File: config.mk
export PLATFORM = sky130hd
export DESIGN_NAME = mesh_link_unit
export DESIGN_NICKNAME = d
export VERILOG_FILES = /design/src/rtl/mlu_pkg.sv /design/src/rtl/mlu_onehot_dec.sv /design/src/rtl/mlu_link_slot.sv /design/src/rtl/mesh_link_unit.sv
export SDC_FILE = /design/constraint.sdc
export NUM_CORES = 1
export LEC_CHECK = 0
export BUFFER_PORTS_ARGS = -buffer_cell sky130_fd_sc_hd__buf_2
export CAP_MARGIN = 15
export CORE_ASPECT_RATIO = 0.75
export CORE_MARGIN = 3
export CORE_UTILIZATION = 28
export DETAILED_ROUTE_END_ITERATION = 10
export PLACE_DENSITY = 0.53
export SLEW_MARGIN = 20
export SYNTH_ARGS = -nofsm -noshare
export SYNTH_HDL_FRONTEND = slang
export SYNTH_SLANG_ARGS = --single-unit
File: constraint.sdc
create_clock -name clk -period 4.51 [get_ports clk]
set_input_delay 0.451 -clock clk [delete_from_list [all_inputs] [get_ports clk]]
set_output_delay 0.451 -clock clk [all_outputs]
set_load 0.01 [all_outputs]
File: src/rtl/mlu_pkg.sv
package mlu_pkg;
  typedef enum logic [1:0] {
    LINK_NORTH = 2'b00,
    LINK_EAST  = 2'b01,
    LINK_WEST  = 2'b10,
    LINK_SOUTH = 2'b11
  } link_dir_e;

  typedef enum logic {
    OP_SEND = 1'b0,
    OP_GET  = 1'b1
  } link_op_e;
endpackage

File: src/rtl/mlu_onehot_dec.sv
module mlu_onehot_dec #(
  parameter int N_OUT = 4,
  localparam int SEL_W = $clog2(N_OUT)
) (
  input  logic [SEL_W-1:0] sel_i,
  input  logic             en_i,
  output logic [N_OUT-1:0] hot_o
);
  always_comb begin
    hot_o = '0;
    for (int k = 0; k < N_OUT; k++) begin
      if (en_i && (sel_i == SEL_W'(k))) hot_o[k] = 1'b1;
    end
  end
endmodule

File: src/rtl/mlu_link_slot.sv
module mlu_link_slot #(
  parameter int DATA_W = 32
) (
  input  logic              clk,
  input  logic              rst_n,
  input  logic              wr_en_i,
  input  logic [DATA_W-1:0] wr_data_i,
  input  logic              take_i,
  output logic [DATA_W-1:0] data_o,
  output logic              full_o
);
  logic [DATA_W-1:0] data_q, data_d;
  logic              full_q, full_d;
  logic              data_en;

  always_comb begin
    data_en = wr_en_i;
    data_d  = wr_data_i;
    full_d  = full_q;
    if (take_i)  full_d = 1'b0;
    if (wr_en_i) full_d = 1'b1;
  end

  always_ff @(posedge clk or negedge rst_n) begin
    if (!rst_n) begin
      data_q <= '0;
      full_q <= 1'b0;
    end else begin
      full_q <= full_d;
      if (data_en) data_q <= data_d;
    end
  end

  assign data_o = data_q;
  assign full_o = full_q;

  AST_NO_OVERWRITE: assert property (@(posedge clk) disable iff (!rst_n)
    (full_q && !take_i) |-> !wr_en_i);

  AST_WRITE_SETS: assert property (@(posedge clk) disable iff (!rst_n)
    wr_en_i |=> (full_o && data_o == $past(wr_data_i)));

  AST_TAKE_CLEARS: assert property (@(posedge clk) disable iff (!rst_n)
    (take_i && !wr_en_i) |=> (!full_o && $stable(data_o)));
endmodule

File: src/rtl/mesh_link_unit.sv
module mesh_link_unit
  import mlu_pkg::*;
#(
  parameter int DATA_W    = 32,
  parameter int NUM_LINKS = 4,
  parameter int GPR_AW    = 5,
  localparam int DIR_W    = $clog2(NUM_LINKS)
) (
  input  logic                              clk,
  input  logic                              rst_n,
  input  logic                              op_valid_i,
  input  logic                              op_kind_i,
  input  logic [DIR_W-1:0]                  op_dir_i,
  input  logic                              op_reg_link_i,
  input  logic [DIR_W-1:0]                  op_reg_dir_i,
  input  logic [GPR_AW-1:0]                 op_reg_addr_i,
  input  logic [DATA_W-1:0]                 src_data_i,
  output logic                              op_stall_o,
  output logic                              gpr_we_o,
  output logic [GPR_AW-1:0]                 gpr_waddr_o,
  output logic [DATA_W-1:0]                 gpr_wdata_o,
  input  logic [NUM_LINKS-1:0][DATA_W-1:0]  in_data_i,
  input  logic [NUM_LINKS-1:0]              in_full_i,
  output logic [NUM_LINKS-1:0]              in_take_o,
  output logic [NUM_LINKS-1:0][DATA_W-1:0]  out_data_o,
  output logic [NUM_LINKS-1:0]              out_full_o,
  input  logic [NUM_LINKS-1:0]              out_take_i
);
  logic              is_get;
  logic              can_go;
  logic              accept;
  logic              wr_any;
  logic [DIR_W-1:0]  wr_dir;
  logic [DATA_W-1:0] wr_word;
  logic [NUM_LINKS-1:0] wr_hot;

  always_comb begin
    is_get = (link_op_e'(op_kind_i) == OP_GET);
    if (is_get) begin
      can_go = in_full_i[op_dir_i] && !(op_reg_link_i && out_full_o[op_reg_dir_i]);
    end else begin
      can_go = !out_full_o[op_dir_i];
    end
    accept     = op_valid_i && can_go;
    op_stall_o = op_valid_i && !can_go;

    wr_any  = accept && (!is_get || op_reg_link_i);
    wr_dir  = is_get ? op_reg_dir_i : op_dir_i;
    if (is_get)             wr_word = in_data_i[op_dir_i];
    else if (op_reg_link_i) wr_word = out_data_o[op_reg_dir_i];
    else                    wr_word = src_data_i;

    gpr_we_o    = accept && is_get && !op_reg_link_i && (op_reg_addr_i != '0);
    gpr_waddr_o = op_reg_addr_i;
    gpr_wdata_o = in_data_i[op_dir_i];
  end

  mlu_onehot_dec #(.N_OUT(NUM_LINKS)) u_take_dec (
    .sel_i (op_dir_i),
    .en_i  (accept && is_get),
    .hot_o (in_take_o)
  );

  mlu_onehot_dec #(.N_OUT(NUM_LINKS)) u_wr_dec (
    .sel_i (wr_dir),
    .en_i  (wr_any),
    .hot_o (wr_hot)
  );

  for (genvar g = 0; g < NUM_LINKS; g++) begin : g_slot
    mlu_link_slot #(.DATA_W(DATA_W)) u_slot (
      .clk       (clk),
      .rst_n     (rst_n),
      .wr_en_i   (wr_hot[g]),
      .wr_data_i (wr_word),
      .take_i    (out_take_i[g]),
      .data_o    (out_data_o[g]),
      .full_o    (out_full_o[g])
    );
  end

  AST_STALL_QUIET: assert property (@(posedge clk) disable iff (!rst_n)
    op_stall_o |-> (in_take_o == '0 && !gpr_we_o));

  AST_TAKE_ONEHOT: assert property (@(posedge clk) disable iff (!rst_n)
    $onehot0(in_take_o));

  AST_TAKE_NEEDS_DATA: assert property (@(posedge clk) disable iff (!rst_n)
    ((in_take_o & ~in_full_i) == '0));

  AST_NO_R0_WRITE: assert property (@(posedge clk) disable iff (!rst_n)
    gpr_we_o |-> (gpr_waddr_o != '0));

  AST_IDLE_QUIET: assert property (@(posedge clk) disable iff (!rst_n)
    !op_valid_i |-> (!op_stall_o && in_take_o == '0 && !gpr_we_o));
endmodule

# Word-level counts from Yosys, hierarchy flattened
# Cells that the tools add are included.
dict set report word_totals {
  output_inout_bits 175
  wordCells 75
  ff_bits 132
}
dict set report op_classes {
  n_eq_ne 6
  n_reduce_logical 29
  mux 30
  n_lt_le_gt_ge 2
}
# operator n
set op_table {}
lappend op_table {{32-bit binary-select mux with 2-bit select} 2}
lappend op_table {{32-bit two-way mux} 4}
lappend op_table {{1-bit two-way mux} 20}
lappend op_table {{1-bit logical AND} 16}
lappend op_table {{2-bit equality test (second input constant)} 4}
lappend op_table {{2-bit nonzero test} 4}
lappend op_table {{1-bit binary-select mux with 2-bit select} 3}
lappend op_table {{2-bit by 3-bit less-than comparator with 1-bit output (second input constant)} 2}
lappend op_table {{1-bit logical NOT} 5}
lappend op_table {{5-bit nonzero test} 1}
lappend op_table {{2-bit by 1-bit equality test with 1-bit output (second input constant)} 2}
lappend op_table {{2-bit logical NOT} 2}
lappend op_table {{2-bit two-way mux} 1}
lappend op_table {{1-bit logical OR} 1}

# Logic depth before layout (Yosys ltp)
dict set report logic_depth {
  depth_word 11
  mapped_depth 8
  depth_no_buf 4
}

# Cells and area by module
# A second synthesis with hierarchy kept.
dict set report hier_totals {
  hier_cells 508
  area_unflattened_um2 8011.4
}
# module cells_per_inst instances area_per_inst_um2
set by_module_without_submodules {}
lappend by_module_without_submodules {mlu_link_slot 71 4 1377.6}
lappend by_module_without_submodules {mesh_link_unit 216 1 2426.1}
lappend by_module_without_submodules {mlu_onehot_dec 4 2 37.5}

# Least setup slack after synthesis
# No wires, ideal clock.
dict set report synth_timing {
  path_kind {input port to flip-flop}
  start {input op_dir_i[0]}
  end {register g_slot[1].u_slot.data_q[10]}
  required_time_ns 4.364
  path_stages 6
  setup_time_ns 0.146
  t_arrival_ns 2.012
  slack_ns 2.352
  cell_sequence {buf_6 mux4_2 or4b_4 buf_6 o311ai_0 o31ai_1}
}
dict set report synth_via {
  elab_chain_cells 8
}
# element line
set synth_lines {}
lappend synth_lines {{from (decl)} mesh_link_unit.sv:13} ;# input logic [DIR_W-1:0] op_dir_i,
lappend synth_lines {{1-bit binary-select mux with 2-bit select, on equally long branches} {mesh_link_unit.sv:42, mesh_link_unit.sv:40}}
lappend synth_lines {{1-bit two-way mux, on equally long branches} {mesh_link_unit.sv:42, mesh_link_unit.sv:40}}
lappend synth_lines {{1-bit logical NOT / 1-bit logical AND (equally long branches)} {mesh_link_unit.sv:42, mesh_link_unit.sv:40}}
lappend synth_lines {{1-bit two-way mux} mesh_link_unit.sv:39} ;# if (is_get) begin
lappend synth_lines {{1-bit logical AND} mesh_link_unit.sv:44} ;# accept = op_valid_i && can_go;
lappend synth_lines {{1-bit logical AND} mesh_link_unit.sv:47} ;# wr_any = accept && (!is_get || op_reg_link_i);
lappend synth_lines {{1-bit logical AND} mlu_onehot_dec.sv:12} ;# if (en_i && (sel_i == SEL_W'(k))) hot_o[k] = 1'b1;
lappend synth_lines {{1-bit two-way mux} mlu_onehot_dec.sv:12}
lappend synth_lines {{to (signal assigned)} mlu_link_slot.sv:30} ;# if (data_en) data_q <= data_d;
lappend synth_lines {{to (decl)} mlu_link_slot.sv:12} ;# logic [DATA_W-1:0] data_q, data_d;
# Several ways; a longest one is shown, not always the timed one. The select of a mux whose other input is x is not followed.
# A chain may end at the register's enable or synchronous reset.

# Worst setup path in the final report
dict set report layout_timing {
  start {input op_reg_dir_i[0]}
  end {output gpr_we_o}
}
dict set report layout_via {
  elab_chain_cells 10
}
# element line
set layout_lines {}
lappend layout_lines {{from (decl)} mesh_link_unit.sv:15} ;# input logic [DIR_W-1:0] op_reg_dir_i,
lappend layout_lines {{1-bit binary-select mux with 2-bit select} mesh_link_unit.sv:40} ;# can_go = in_full_i[op_dir_i] && !(op_reg_link_i && out_full_o[op_reg_dir_i]);
lappend layout_lines {{1-bit two-way mux (implied by the code)} mesh_link_unit.sv:40}
lappend layout_lines {{1-bit logical AND} mesh_link_unit.sv:40}
lappend layout_lines {{1-bit logical NOT} mesh_link_unit.sv:40}
lappend layout_lines {{1-bit logical AND} mesh_link_unit.sv:40}
lappend layout_lines {{1-bit two-way mux} mesh_link_unit.sv:39}
lappend layout_lines {{1-bit logical AND} mesh_link_unit.sv:44}
lappend layout_lines {{1-bit logical AND (3 in a row)} mesh_link_unit.sv:53} ;# gpr_we_o = accept && is_get && !op_reg_link_i && (op_reg_addr_i != '0);
lappend layout_lines {{to (decl)} mesh_link_unit.sv:19} ;# output logic gpr_we_o,
# Every way passes these cells. The select of a mux whose other input is x is not followed.

==> results.txt <==
Outcome: completed
Asr flop ratio synth: 100%
Starting density of the core: 28.7%
Met2 wire length: 16.9 mm
Vias in the first global route: 8935
GR Util All Layers: 21.2%
CP arrival: 2.86 ns
Crit-path max cell delay: 1.12 ns
Setup Crit Path Kind: input port to primary output
Crit-path cells: buf_4, mux4_4, nand2_1, o211ai_1, nor3_1, buf_2
Final Wtd Congestion: 0.822
Setup Buffers After CTS: 0
Register bit count reported by yosys: 132
Die height: 162 um
Clock network power share: 27.9%
Drc violations: 0
Worst setup SP type: input port
Layout cells sized above 1: 35.8%
Hold WS: 0.0273 ns
Slowest-stage cell, CP: mux4_4
Post-synth EDFFs: 0
Warnings from Yosys: 0
CP top delay family: multiplexers
Hold Crit Class: input port to asynchronous set/reset pin
Met3 wire len: 2.42 mm
Worst VDD drop: 0.197 mV
CP required: 4.06 ns
Worst Skew: 0.00843 ns
Skew-Pair Late Insertion Delay: 0.43 ns
CP Buf/Inv Count: 2
Worst-path clk slew: 0.06 ns
Internal power: 3140 uW
Sw frac: 37.7%
R2R Setup Slk: 1.80 ns
Cts bufs inserted: 17
Design Area, Final: 11400 um^2
Root Driver: clkbuf_16
First-pass GRT wire length: 56.7 mm
RSZ-0062 raised after global routing: false
Final core occ: 36.2%
Port bufs: 356
Most common cell after layout, fill and taps aside: buf_2
Min Tclk post-route: 3.32 ns
H-tree Lvls: 4
Synth Instances: 896
Leakage: 0.00524 uW
Core Area: 31600 um^2
Die area: 34600 um^2
Top layer in use: met4
Fin Setup TNS: 0 ns
PD cells: 441 nW/um^2
Crit-path max FO: 66
Register area share after synthesis: 36.4%
Hpwl dp: 24.4 mm
# rows: 56
Final WL: 37.9 mm
Top Ports: 357
Switch Pwr: 1910 uW
Worst Tran Pin Value: 1.15 ns
# setup viols final: 0
Resized cells post-CTS: 0
Yosys top cell by area: dfrtp_1
Post-route ant nets: 0
Post-synth top area share: 36.4%
Placement Cell Area: 10900 um^2
Die width: 214 um
Largest net degree at the start of global routing: 69
Ant diodes: 0
CTS Buffer Depth: 2
Layout area overhead: 26.1%
CP endpoint kind: primary output
Commonest non-fill, non-tap cells in the layout: buf_2, mux2i_1, dfrtp_1
DRT iter0 DRCs: 745
Max-cap viol count: 0
Final layout net count: 1335
Post-Syn Nets: 1078
Mapped Area: 9080 um^2
Grt total ovfl: 0
FMAX: 302 MHz
Final-report hold violation count: 0
Hold_buf cts: 0
Clock sinks: 132
Main synth FF type: dfrtp_1
Gate power share: 35.4%
Synth area leaders: dfrtp_1, mux2i_1, o311ai_1
Rel. slew slack: 22.2%
Final Max Tran Viols: 0
Syn Area/Cell: 10.1 um^2
Tcrit/Tclk final: 73.5%
TritonCTS clock tree: built
Initial antenna violation count: 0
Seq pwr share: 36.7%
Router iterations before antenna repair: 5
Wire length on met1: 18.3 mm
Vias: 9087
Unique cell type count in the Yosys netlist: 33
Vias/cell: 5.68
Routed wire per std cell: 23.7 um
stage by stage:
| step | power (uW) | std cells | worst slack, ns |
|---|---|---|---|
| floorplan | 2840 | 896 | 2.35 |
| global placement | 3630 | 1569 | 1.16 |
| detailed placement | 3660 | 1569 | 1.15 |
| CTS | 5080 | 1599 | 1.14 |
| global route | 5340 | 1599 | 1.00 |
| finish | 5050 | 1599 | 1.19 |
synth_stat cells, types with 5 or more instances:
library cell,instances
o31ai_1,128
mux2i_1,162
nor2_1,69
clkbuf_1,76
nor2b_1,35
o21ai_0,5
o41ai_1,32
buf_4,15
buf_6,22
buf_1,10
o311ai_1,116
buf_2,12
a22oi_1,32
dfrtp_1,132
o311ai_0,12
registers in the layout, indices dropped and copies added, names as in the netlist:
signal                cells
g_slot.u_slot.full_o      4
g_slot.u_slot.data_o    128
layout make-up:
| class | instances | area [um^2] |
|---|---|---|
| repair buffers | 373 | 1920 |
| fillers | 3284 | 20200 |
| well taps | 435 | 544 |
| clock inverters | 10 | 135 |
| inverters | 4 | 15.0 |
| flip-flops and latches | 132 | 3300 |
| multi-input cells | 625 | 5090 |
| clock buffers | 20 | 437 |
layer usage:
layer | track usage (%) | up-vias
li1 | - | 4139
met5 | 0 | -
met3 | 4.19 | 20
met4 | 4.26 | 0
met2 | 31.5 | 342
met1 | 31.8 | 4586
power groups by stage:
| stage | Sequential, uW | Clock (uW) | Combinational, uW |
|---|---|---|---|
| global placement | 1860 | 0 | 1770 |
| detailed placement | 1860 | 0 | 1790 |
| global route | 1900 | 1480 | 1950 |
| CTS | 1850 | 1430 | 1800 |
| floorplan | 1940 | 0 | 892 |
| finish | 1850 | 1410 | 1790 |
worst paths after layout:
check | from | to | cells past startpoint
max in group asynchronous | rst_n | g_slot[3].u_slot.data_o[30]$_DFFE_PN0P_ | 2
min in group clk | out_take_i[2] | g_slot[2].u_slot.full_o$_DFFE_PN0P_ | 2
worst max-delay path | op_reg_dir_i[0] | gpr_we_o | 6
worst min-delay path | rst_n | g_slot[2].u_slot.data_o[4]$_DFFE_PN0P_ | 1
worst max register to register | g_slot[3].u_slot.full_o$_DFFE_PN0P_ | g_slot[3].u_slot.data_o[19]$_DFFE_PN0P_ | 4
worst min register to register | g_slot[3].u_slot.data_o[29]$_DFFE_PN0P_ | g_slot[3].u_slot.data_o[29]$_DFFE_PN0P_ | 2
kinds of logic (layout without fill, tap and decap cells):
family          Yosys count  in the layout  share of synthesized area [%]
compound gates          333            333                           29.6
buf+inv                 139            407                           8.35
flops                   132            132                           36.4
mux                     164            164                           18.4
simple gates            128            128                           7.28
Note: power is estimated with default switching activity, not from simulation.
